`config.mk`:
```
export PLATFORM = sky130hd
export DESIGN_NAME = mem_req_arbiter
export DESIGN_NICKNAME = d
export VERILOG_FILES = /design/src/rtl/arb_pkg.sv /design/src/rtl/up_wait_timer.sv /design/src/rtl/grant_picker.sv /design/src/rtl/open_row_table.sv /design/src/rtl/mem_req_arbiter.sv
export SDC_FILE = /design/constraint.sdc
export NUM_CORES = 1
export LEC_CHECK = 0
export BUFFER_PORTS_ARGS = -buffer_cell sky130_fd_sc_hd__buf_2
export CELL_PAD_IN_SITES_DETAIL_PLACEMENT = 1
export CELL_PAD_IN_SITES_GLOBAL_PLACEMENT = 1
export CORE_MARGIN = 2
export CORE_UTILIZATION = 42
export CTS_CLUSTER_SIZE = 14
export DETAILED_ROUTE_END_ITERATION = 7
export PLACE_DENSITY = 0.88
export SLEW_MARGIN = 40
export SYNTH_ARGS = -nofsm -noshare
export SYNTH_HDL_FRONTEND = slang
export SYNTH_SLANG_ARGS = --single-unit
```
`constraint.sdc`:
```
create_clock -name clk -period 4.38 [get_ports clk]
set_input_delay 1.314 -clock clk [delete_from_list [all_inputs] [get_ports clk]]
set_output_delay 1.314 -clock clk [all_outputs]
set_load 0.01 [all_outputs]
```
`src/rtl/arb_pkg.sv`:
```
package arb_pkg;

    localparam int NREQ  = 4;
    localparam int SRC_W = 2;

    // port indices, also the default priority order (lowest first)
    typedef enum logic [SRC_W-1:0] {
        SRC_GFX  = 2'd0,
        SRC_HOST = 2'd1,
        SRC_IODN = 2'd2,
        SRC_IOUP = 2'd3
    } src_e;

endpackage

```
`src/rtl/up_wait_timer.sv`:
```
module up_wait_timer #(
    parameter int DEADLINE = 64
) (
    input  logic clk,
    input  logic rst_n,
    input  logic pend,
    input  logic granted,
    output logic promote
);
    localparam int CNT_W  = $clog2(DEADLINE + 1);
    localparam int THRESH = (DEADLINE * 3) / 4;

    typedef struct packed {
        logic [CNT_W-1:0] wait_cnt;
    } tmr_t;

    tmr_t tmr_d, tmr_q;

    always_comb begin
        tmr_d = tmr_q;
        if (!pend || granted) begin
            tmr_d.wait_cnt = '0;
        end else if (tmr_q.wait_cnt != CNT_W'(DEADLINE)) begin
            tmr_d.wait_cnt = tmr_q.wait_cnt + 1'b1;
        end
    end

    assign promote = pend && (tmr_q.wait_cnt >= CNT_W'(THRESH));

    always_ff @(posedge clk or negedge rst_n) begin
        if (!rst_n) tmr_q <= '0;
        else        tmr_q <= tmr_d;
    end


    idle_clears_chk: assert property (@(posedge clk) disable iff (!rst_n)
        !pend |=> tmr_q.wait_cnt == '0);


    grant_clears_chk: assert property (@(posedge clk) disable iff (!rst_n)
        granted |=> !promote);

endmodule

```
`src/rtl/grant_picker.sv`:
```
module grant_picker
    import arb_pkg::*;
(
    input  logic            en,
    input  logic [NREQ-1:0] valid,
    input  logic            iso_dn,
    input  logic            promote_up,
    output logic [NREQ-1:0] grant
);
    always_comb begin
        grant = '0;
        if (en) begin
            if (valid[SRC_IODN] && iso_dn) begin
                grant[SRC_IODN] = 1'b1;
            end else if (valid[SRC_IOUP] && promote_up) begin
                grant[SRC_IOUP] = 1'b1;
            end else begin
                for (int i = NREQ - 1; i >= 0; i--) begin
                    if (valid[i]) grant = NREQ'(1) << i;
                end
            end
        end
    end

endmodule

```
`src/rtl/open_row_table.sv`:
```
module open_row_table #(
    parameter int BANK_W = 2,
    parameter int ROW_W  = 12
) (
    input  logic              clk,
    input  logic              rst_n,
    input  logic              lookup,
    input  logic [BANK_W-1:0] bank,
    input  logic [ROW_W-1:0]  row,
    output logic              miss
);
    localparam int NBANK = 1 << BANK_W;

    typedef struct packed {
        logic [NBANK-1:0]            open;
        logic [NBANK-1:0][ROW_W-1:0] rows;
    } tbl_t;

    tbl_t tbl_d, tbl_q;

    always_comb begin
        miss  = lookup && (!tbl_q.open[bank] || (tbl_q.rows[bank] != row));
        tbl_d = tbl_q;
        if (miss) begin
            tbl_d.open[bank] = 1'b1;
            tbl_d.rows[bank] = row;
        end
    end

    always_ff @(posedge clk or negedge rst_n) begin
        if (!rst_n) tbl_q <= '0;
        else        tbl_q <= tbl_d;
    end


    repeat_hits_chk: assert property (@(posedge clk) disable iff (!rst_n)
        (lookup && miss) |=> !(lookup && miss && bank == $past(bank) && row == $past(row)));

endmodule

```
`src/rtl/mem_req_arbiter.sv`:
```
module mem_req_arbiter
    import arb_pkg::*;
#(
    parameter int COL_W    = 8,
    parameter int BANK_W   = 2,
    parameter int ROW_W    = 12,
    parameter int DEADLINE = 64,
    parameter int SPACE_W  = 4,
    localparam int ADDR_W  = ROW_W + BANK_W + COL_W
) (
    input  logic                   clk,
    input  logic                   rst_n,
    input  logic [NREQ-1:0]        req_valid,
    output logic [NREQ-1:0]        req_ready,
    input  logic [NREQ*ADDR_W-1:0] req_addr,
    input  logic [NREQ-1:0]        req_we,
    input  logic                   dn_iso,
    input  logic [SPACE_W-1:0]     cmdq_space,
    input  logic [SPACE_W-1:0]     dataq_space,
    output logic                   cmdq_wr,
    output logic [BANK_W-1:0]      cmdq_bank,
    output logic [ROW_W-1:0]       cmdq_row,
    output logic [SRC_W-1:0]       cmdq_src,
    output logic                   dataq_wr,
    output logic [ADDR_W-1:0]      dataq_addr,
    output logic                   dataq_we,
    output logic [SRC_W-1:0]       dataq_src
);
    typedef struct packed {
        logic              vld;
        logic [SRC_W-1:0]  src;
        logic [ADDR_W-1:0] addr;
        logic              we;
    } stage_t;

    typedef struct packed {
        stage_t s1;   // command stage
        stage_t s2;   // data stage
    } pipe_t;

    pipe_t pipe_d, pipe_q;

    logic [ADDR_W-1:0] addr_a [NREQ];
    logic [NREQ-1:0]   grant;
    logic [SRC_W-1:0]  gidx;
    logic              promote_up;
    logic              space_ok;
    logic [1:0]        cmd_inflight;
    logic [1:0]        data_inflight;
    logic              row_miss;

    for (genvar g = 0; g < NREQ; g++) begin : g_addr
        assign addr_a[g] = req_addr[g*ADDR_W +: ADDR_W];
    end

    assign cmd_inflight  = {1'b0, pipe_q.s1.vld};
    assign data_inflight = {1'b0, pipe_q.s1.vld} + {1'b0, pipe_q.s2.vld};
    assign space_ok = (cmdq_space  > SPACE_W'(cmd_inflight)) &&
                      (dataq_space > SPACE_W'(data_inflight));

    up_wait_timer #(.DEADLINE(DEADLINE)) u_timer (
        .clk     (clk),
        .rst_n   (rst_n),
        .pend    (req_valid[SRC_IOUP]),
        .granted (grant[SRC_IOUP]),
        .promote (promote_up)
    );

    grant_picker u_pick (
        .en         (space_ok && rst_n),
        .valid      (req_valid),
        .iso_dn     (dn_iso),
        .promote_up (promote_up),
        .grant      (grant)
    );

    open_row_table #(.BANK_W(BANK_W), .ROW_W(ROW_W)) u_rows (
        .clk    (clk),
        .rst_n  (rst_n),
        .lookup (pipe_q.s1.vld),
        .bank   (pipe_q.s1.addr[COL_W +: BANK_W]),
        .row    (pipe_q.s1.addr[COL_W+BANK_W +: ROW_W]),
        .miss   (row_miss)
    );

    always_comb begin
        gidx = '0;
        for (int i = 0; i < NREQ; i++) begin
            if (grant[i]) gidx = SRC_W'(i);
        end
    end

    always_comb begin
        pipe_d         = pipe_q;
        pipe_d.s2      = pipe_q.s1;
        pipe_d.s1.vld  = |grant;
        pipe_d.s1.src  = gidx;
        pipe_d.s1.addr = addr_a[gidx];
        pipe_d.s1.we   = req_we[gidx];
    end

    always_ff @(posedge clk or negedge rst_n) begin
        if (!rst_n) pipe_q <= '0;
        else        pipe_q <= pipe_d;
    end

    assign req_ready  = grant;
    assign cmdq_wr    = row_miss;
    assign cmdq_bank  = pipe_q.s1.addr[COL_W +: BANK_W];
    assign cmdq_row   = pipe_q.s1.addr[COL_W+BANK_W +: ROW_W];
    assign cmdq_src   = pipe_q.s1.src;
    assign dataq_wr   = pipe_q.s2.vld;
    assign dataq_addr = pipe_q.s2.addr;
    assign dataq_we   = pipe_q.s2.we;
    assign dataq_src  = pipe_q.s2.src;


    one_grant_chk: assert property (@(posedge clk) disable iff (!rst_n)
        $onehot0(req_ready) && ((req_ready & ~req_valid) == '0));


    iso_first_chk: assert property (@(posedge clk) disable iff (!rst_n)
        (req_valid[SRC_IODN] && dn_iso && space_ok) |-> req_ready[SRC_IODN]);


    promoted_up_chk: assert property (@(posedge clk) disable iff (!rst_n)
        (promote_up && space_ok && !(req_valid[SRC_IODN] && dn_iso)) |-> req_ready[SRC_IOUP]);


    promote_kept_chk: assert property (@(posedge clk) disable iff (!rst_n)
        (promote_up && req_ready[SRC_IODN] && req_valid[SRC_IOUP]) |=> promote_up || !req_valid[SRC_IOUP]);


    no_space_chk: assert property (@(posedge clk) disable iff (!rst_n)
        (cmdq_space == '0 || dataq_space == '0) |-> req_ready == '0);


    cmd_before_data_chk: assert property (@(posedge clk) disable iff (!rst_n)
        cmdq_wr |=> dataq_wr && dataq_src == $past(cmdq_src));

endmodule

```
==> results of run 1 <==
## metrics by stage
| step | cells | setup slack, ns |
|---|---|---|
| 2_1_floorplan | 653 | 0.113 |
| 3_3_place_gp | 944 | 0.403 |
| 3_5_place_dp | 944 | 0.313 |
| 4_1_cts | 960 | 0.0669 |
| 5_1_grt | 963 | 0.00586 |
| 6_report | 963 | 0.113 |
## power groups by stage
stage | Combinational (W) | Sequential [W] | Clock [W]
final | 0.00137 | 0.00150 | 0.000819
after global routing | 0.00147 | 0.00152 | 0.000858
after CTS | 0.00135 | 0.00149 | 0.000831
after detailed placement | 0.00133 | 0.00150 | 0
after global placement | 0.00122 | 0.00148 | 0
after floorplan | 0.000970 | 0.00142 | 0
## layer usage
metal | share of wire | vias to the layer above | routed length (um) | track usage
met2 | 0.51 | 280 | 11700 | 0.482
met1 | 0.39 | 3123 | 8920 | 0.337
met5 | 0 | - | 0 | 0
met3 | 0.072 | 50 | 1650 | 0.0632
li1 | - | 2644 | - | -
met4 | 0.027 | 0 | 624 | 0.109
## sequential cells by signal (all words and copies together) (netlist names), 2 cells and up
signal and count:
u_rows.tbl_q 52, dataq_addr 22, cmdq_row 12, pipe_d 9, u_timer.tmr_q 7, cmdq_bank 2
cmdq_src 2, dataq_src 2
## layout make-up
type | instances | area, um^2
antenna | 3 | 7.51
tap | 211 | 264
fill | 1727 | 7640
clock buffer | 9 | 225
clock inverter | 7 | 52.6
timing repair buffer | 173 | 935
inverter | 10 | 37.5
multi-input combinational | 439 | 3320
sequential | 111 | 2780
## kinds of logic after synthesis
group / Yosys count
buf+inv: 103
xor+xnor: 18
compound gates: 173
flops: 111
simple gates: 153
fa+ha+maj: 6
mux: 89
## worst reg2reg max path, stage by stage (launching register included)
cell	delay (ns)
dfrtp_1	0.81
buf_4	0.35
mux2i_1	0.28
o211ai_1	0.13
o21ai_0	0.26
o211a_1	0.71
buf_4	0.45
nand4_1	0.19
nand3_1	0.13
## worst max-delay path by stage
| stage | slack, ns | cells past startpoint | to | startpoint |
|---|---|---|---|---|
| 2_1_floorplan | 0.11 | 8 | req_ready[1] | dataq_space[1] |
| 3_3_place_gp | 0.40 | 8 | req_ready[1] | dataq_space[1] |
| 3_5_place_dp | 0.31 | 7 | req_ready[2] | dataq_space[1] |
| 4_1_cts | 0.07 | 7 | cmdq_wr | cmdq_bank[0] |
| 5_1_grt | 0.006 | 8 | cmdq_wr | cmdq_bank[1] |
| 6_report | 0.11 | 8 | cmdq_wr | cmdq_bank[1] |
## layout by cell type (no fill, tap or decap), types with 5 or more instances in the layout
| cell type | instances |
|---|---|
| nand4_1 | 49 |
| dfrtp_1 | 110 |
| inv_1 | 10 |
| and2_1 | 14 |
| mux4_2 | 6 |
| a31oi_1 | 47 |
| ha_1 | 6 |
| a21boi_0 | 49 |
| nand2_1 | 7 |
| buf_4 | 19 |
| xor2_1 | 5 |
| clkbuf_16 | 9 |
| buf_2 | 152 |
| nor2_1 | 11 |
| nand3_1 | 57 |
| xnor2_1 | 13 |
| o21ai_0 | 7 |
| mux2i_1 | 79 |
| o211ai_1 | 51 |
==> results.yml, run 1 <==
sta:
  clock_skew_ns: 0.00777
  fmax_ghz: 0.234
  rsz0062_at_grt: "false"
  slew_headroom: 0.480
  fin_crit_sh: 0.974
  setup_viol: 0
  worst_slew_pin_slew_ns: 0.779
  maxSlewViolCount: 0
  period_needed_ns: 4.27
  setup_tns_ns: 0
  hold-worst-slack_ns: 0.349
  hold_viol: 0
min_path:
  min_to: "dataq_addr[3]"
  holdCritStartpoint: "pipe_d[4]"
  min_path_cells: 0
  worstHoldPathType: "reg -> reg"
route:
  drtPass1Iterations: 5
  initialDrtViolationCount: 630
  wire_per_inst_um: 23.8
  wirelength_um: 22900
  vias: 6097
  antenna_left: 0
  vias_per_cell: 6.33
  post-route-drc-count: 0
finish:
  area_growth_pct: 15.6
  final_cell_area_mm2: 0.00762
  final_nets: 857
  drive_gt1_frac: 0.280
  utilization: 0.499
setup_path:
  crit_path_end_kind: "output port"
  crit_family: "compound AO/OA/AOI/OAI gates"
  path_buf_inv: 3
  cpMostUsedCell: "o211ai_1"
  cp_max_fo: 15
  slowest_stage: "dfrtp_1"
  worstPathCellList: "buf_4, mux2i_1, o211ai_1, o21ai_0, o211ai_1, o31ai_1, inv_1, buf_2"
  timing.rr.start: "cmdq_bank[1]"
  critPathArrivalTime_ns: 2.95
  worstReg2RegEnd: "u_rows.tbl_q[46]"
  ff2ff_setup_slack_ns: 1.02
  required_ns: 3.07
  critical_path.max_stage_delay_ns: 0.81
  critPathKind: "reg -> out"
  start_kind: "register"
  r2r_cells: 8
synth:
  synthCells: 653
  synthSimpleGateAreaFrac: 0.127
  synth-xor-area-share: 0.0239
  ys_dominant_reg_cell: "dfrtp_1"
  synth_most_common_cell: "dfrtp_1"
  synth_top_family_by_area: "compound AO/OA/AOI/OAI gates"
  async_flop_share: 1.00
  synth_fa_ha_area_frac: 0.0114
  yosysTopAreaCell: "dfrtp_1"
  synth_commonest_cells: "dfrtp_1, mux2i_1, nand3_1"
  yosysWarnings: 0
  synth_top_area_share: 0.421
  synth-seq-area-share: 0.421
  synth-edff-count: 0
  syn_area_mm2: 0.00659
  synthDistinctLibCells: 43
  synth_compound_area_frac: 0.187
  ys_ff_latch: 111
  synthesis.nets: 766
  synthTopCellsByArea: "dfrtp_1, mux2i_1, o211ai_1, a21boi_0, nand4_1"
  synthMuxAreaShare: 0.150
  synth_area_per_cell_um2: 10.1
floorplan:
  chipHeight_um: 129
  start_util: 0.432
  ios: 154
  rows: 45
  die_w_um: 129
  dieArea_mm2: 0.0167
  coreArea_mm2: 0.0153
placement:
  portBuffers: 153
  hpwl_um: 15000
  gp_congestion: 0.878
  placed_area_mm2: 0.00733
clock_network:
  htreeDepth: 3
  cts_buffers: 9
  cts_root_buf: "clkbuf_16"
  clock_latency_ns: 0.37
  clock_path_buffers: 2
  cts.clk_slew.worst_paths_ns: 0.08
  cts_tree: "built"
  cts-resized-gates: 0
  cts_hold_buf: 0
  cts_setup_buffers: 0
  clkSinkCount: 111
run:
  cap_violations: 0
power:
  swShare: 0.407
  irDropWorstVdd_mv: 0.259
  p_per_area_mw_per_mm2: 485
  comb_power_share: 0.372
  pwr-share-clk: 0.222
  leakagePower_nw: 3.50
  p_switching_w: 0.00150
  p_int_w: 0.00219
  power_frac_seq: 0.406
  p_total_w: 0.00370
global_route:
  antenna_found_initial: 3
  grt_pass1_vias: 6523
  grt_pass1_wl_um: 36000
  grt_max_degree: 72
  track_usage: 0.278
  grt_overflow: 0
outcome:
  status: "complete, no violations"
Power figures use the tool's default switching activity.
==> run 2: changes to the inputs <==
- clock period: 4.38 -> 4.65 ns (I/O delays scaled with it)
==> results.yml, run 2 (same netlist as run 1, synthesis figures left out) <==
global_route:
  grt_pass1_vias: 6381
  grt_pass1_wl_um: 34400
  grt_max_degree: 67
  track_usage: 0.264
  antenna_found_initial: 2
  grt_overflow: 0
power:
  comb_power_share: 0.363
  irDropWorstVdd_mv: 0.212
  p_switching_w: 0.00136
  leakagePower_nw: 3.50
  p_per_area_mw_per_mm2: 457
  p_int_w: 0.00212
  swShare: 0.392
  pwr-share-clk: 0.234
  power_frac_seq: 0.403
  p_total_w: 0.00349
setup_path:
  path_buf_inv: 3
  critical_path.max_stage_delay_ns: 0.92
  worstReg2RegEnd: "u_rows.tbl_q[22]"
  cpMostUsedCell: "o211ai_1"
  ff2ff_setup_slack_ns: 1.35
  start_kind: "register"
  crit_family: "flip-flops"
  timing.rr.start: "cmdq_bank[1]"
  cp_max_fo: 17
  critPathKind: "reg -> out"
  slowest_stage: "dfrtp_1"
  required_ns: 3.25
  crit_path_end_kind: "output port"
  r2r_cells: 8
  worstPathCellList: "buf_4, mux2i_1, o211ai_1, o21ai_0, o211ai_1, o31ai_1, inv_1, buf_2"
  critPathArrivalTime_ns: 3.00
placement:
  portBuffers: 153
  gp_congestion: 0.904
  detailedPlace.worstSlack_ns: 0.361
  hpwl_um: 14700
finish:
  final_nets: 857
  area_growth_pct: 15.8
  n_fill_cell: 1702
  top_register: "u_rows.tbl_q"
  layout_common_cells: "buf_2, dfrtp_1, mux2i_1"
  final-seq-area_mm2: 0.00278
  multi_input_area_mm2: 0.00332
  utilization: 0.500
  drive_gt1_frac: 0.280
  mostFrequentLayoutCell: "buf_2"
  largest_register_ffs: 52
min_path:
  worstHoldPathType: "reg -> reg"
  holdCritStartpoint: "pipe_d[3]"
  min_to: "dataq_addr[2]"
  min_path_cells: 0
clock_network:
  clkSinkCount: 111
  clock_latency_ns: 0.37
  htreeDepth: 3
  cts_root_buf: "clkbuf_16"
  cts-resized-gates: 0
  clock_path_buffers: 2
  cts_setup_buffers: 0
  cts_buffers: 9
  cts_hold_buf: 0
  cts.clk_slew.worst_paths_ns: 0.08
  cts_tree: "built"
route:
  vias_per_cell: 6.14
  drtPass1Iterations: 4
  antenna_left: 0
  wirelength_um: 21400
  initialDrtViolationCount: 493
  wire_per_inst_um: 22.2
  vias: 5910
  post-route-drc-count: 0
sta:
  fin_ws_ns: 0.257
  hold_viol: 0
  fmax_ghz: 0.228
  clock_skew_ns: 0.0144
  rsz0062_at_grt: "false"
  setup_viol: 0
  slew_headroom: 0.418
  fin_crit_sh: 0.945
  maxSlewViolCount: 0
  worst_slew_pin_slew_ns: 0.872
  period_needed_ns: 4.39
  setup_tns_ns: 0
floorplan:
  start_util: 0.432
  ios: 154
  die_w_um: 129
  coreArea_mm2: 0.0153
  dieArea_mm2: 0.0167
  chipHeight_um: 129
  rows: 45
run:
  cap_violations: 0
outcome:
  status: "complete, no violations"
-- run 2: cell count changes in the layout (fill, tap and decap cells not counted) --
cell	delta
clkinv_2	-1
inv_8	+1
clkinvlp_4	+1
buf_12	-1
inv_6	-2
buf_6	+1
bufinv_16	+1
diode_2	-1
-- run 2: worst reg2reg max path, delay by kind of cell (launching register included) --
kind / cells / cell delay, ns
muxes: 1 / 0.25
DFF: 1 / 0.92
buffers and inverters: 2 / 0.82
and+or+nand+nor: 2 / 0.36
AOI/OAI and AO/OA: 3 / 0.88
-- run 2: metal layers --
layer	up-vias	wire (um)	global-route usage	part of all wire
met5	-	0	0	0
li1	2629	-	-	-
met3	37	1320	0.0619	0.062
met4	0	509	0.0972	0.024
met1	3020	8760	0.325	0.41
met2	224	10800	0.454	0.50
-- run 2: worst max path at each step --
| stage | end | depth (start not counted) | startpoint | slack [ns] |
|---|---|---|---|---|
| after detailed placement | req_ready[2] | 7 | dataq_space[1] | 0.36 |
| after global routing | cmdq_wr | 8 | cmdq_bank[1] | 0.04 |
| after CTS | cmdq_wr | 8 | cmdq_bank[1] | 0.26 |
| after global placement | req_ready[1] | 8 | dataq_space[1] | 0.51 |
| final | cmdq_wr | 8 | cmdq_bank[1] | 0.26 |
| after floorplan | req_ready[1] | 8 | dataq_space[1] | 0.22 |
-- run 2: layout make-up --
| cell class | count | share of cell area |
|---|---|---|
| flip-flops and latches | 111 | 0.364 |
| clock inverters | 7 | 0.0103 |
| clock buffers | 9 | 0.0295 |
| repair buffers | 173 | 0.121 |
| multi-input cells | 439 | 0.435 |
| diodes | 2 | 0.000656 |
| inverters | 10 | 0.00492 |
| well taps | 211 | 0.0346 |
-- run 2: stage by stage --
stage | hold slack (ns) | cells | instance area, um^2
after floorplan | 0.331 | 653 | 6590
after global placement | 0.332 | 943 | 7310
after detailed placement | 0.337 | 944 | 7320
after CTS | 0.355 | 960 | 7620
after global routing | 0.366 | 962 | 7630
final | 0.354 | 962 | 7630
-- run 2: power by group through the flow --
| stage | Combinational, W | Sequential (W) | Clock, W |
|---|---|---|---|
| after global placement | 0.00114 | 0.00139 | 0 |
| after detailed placement | 0.00124 | 0.00141 | 0 |
| after floorplan | 0.000913 | 0.00134 | 0 |
| after global routing | 0.00137 | 0.00143 | 0.000858 |
| after CTS | 0.00125 | 0.00140 | 0.000821 |
| final | 0.00126 | 0.00140 | 0.000817 |
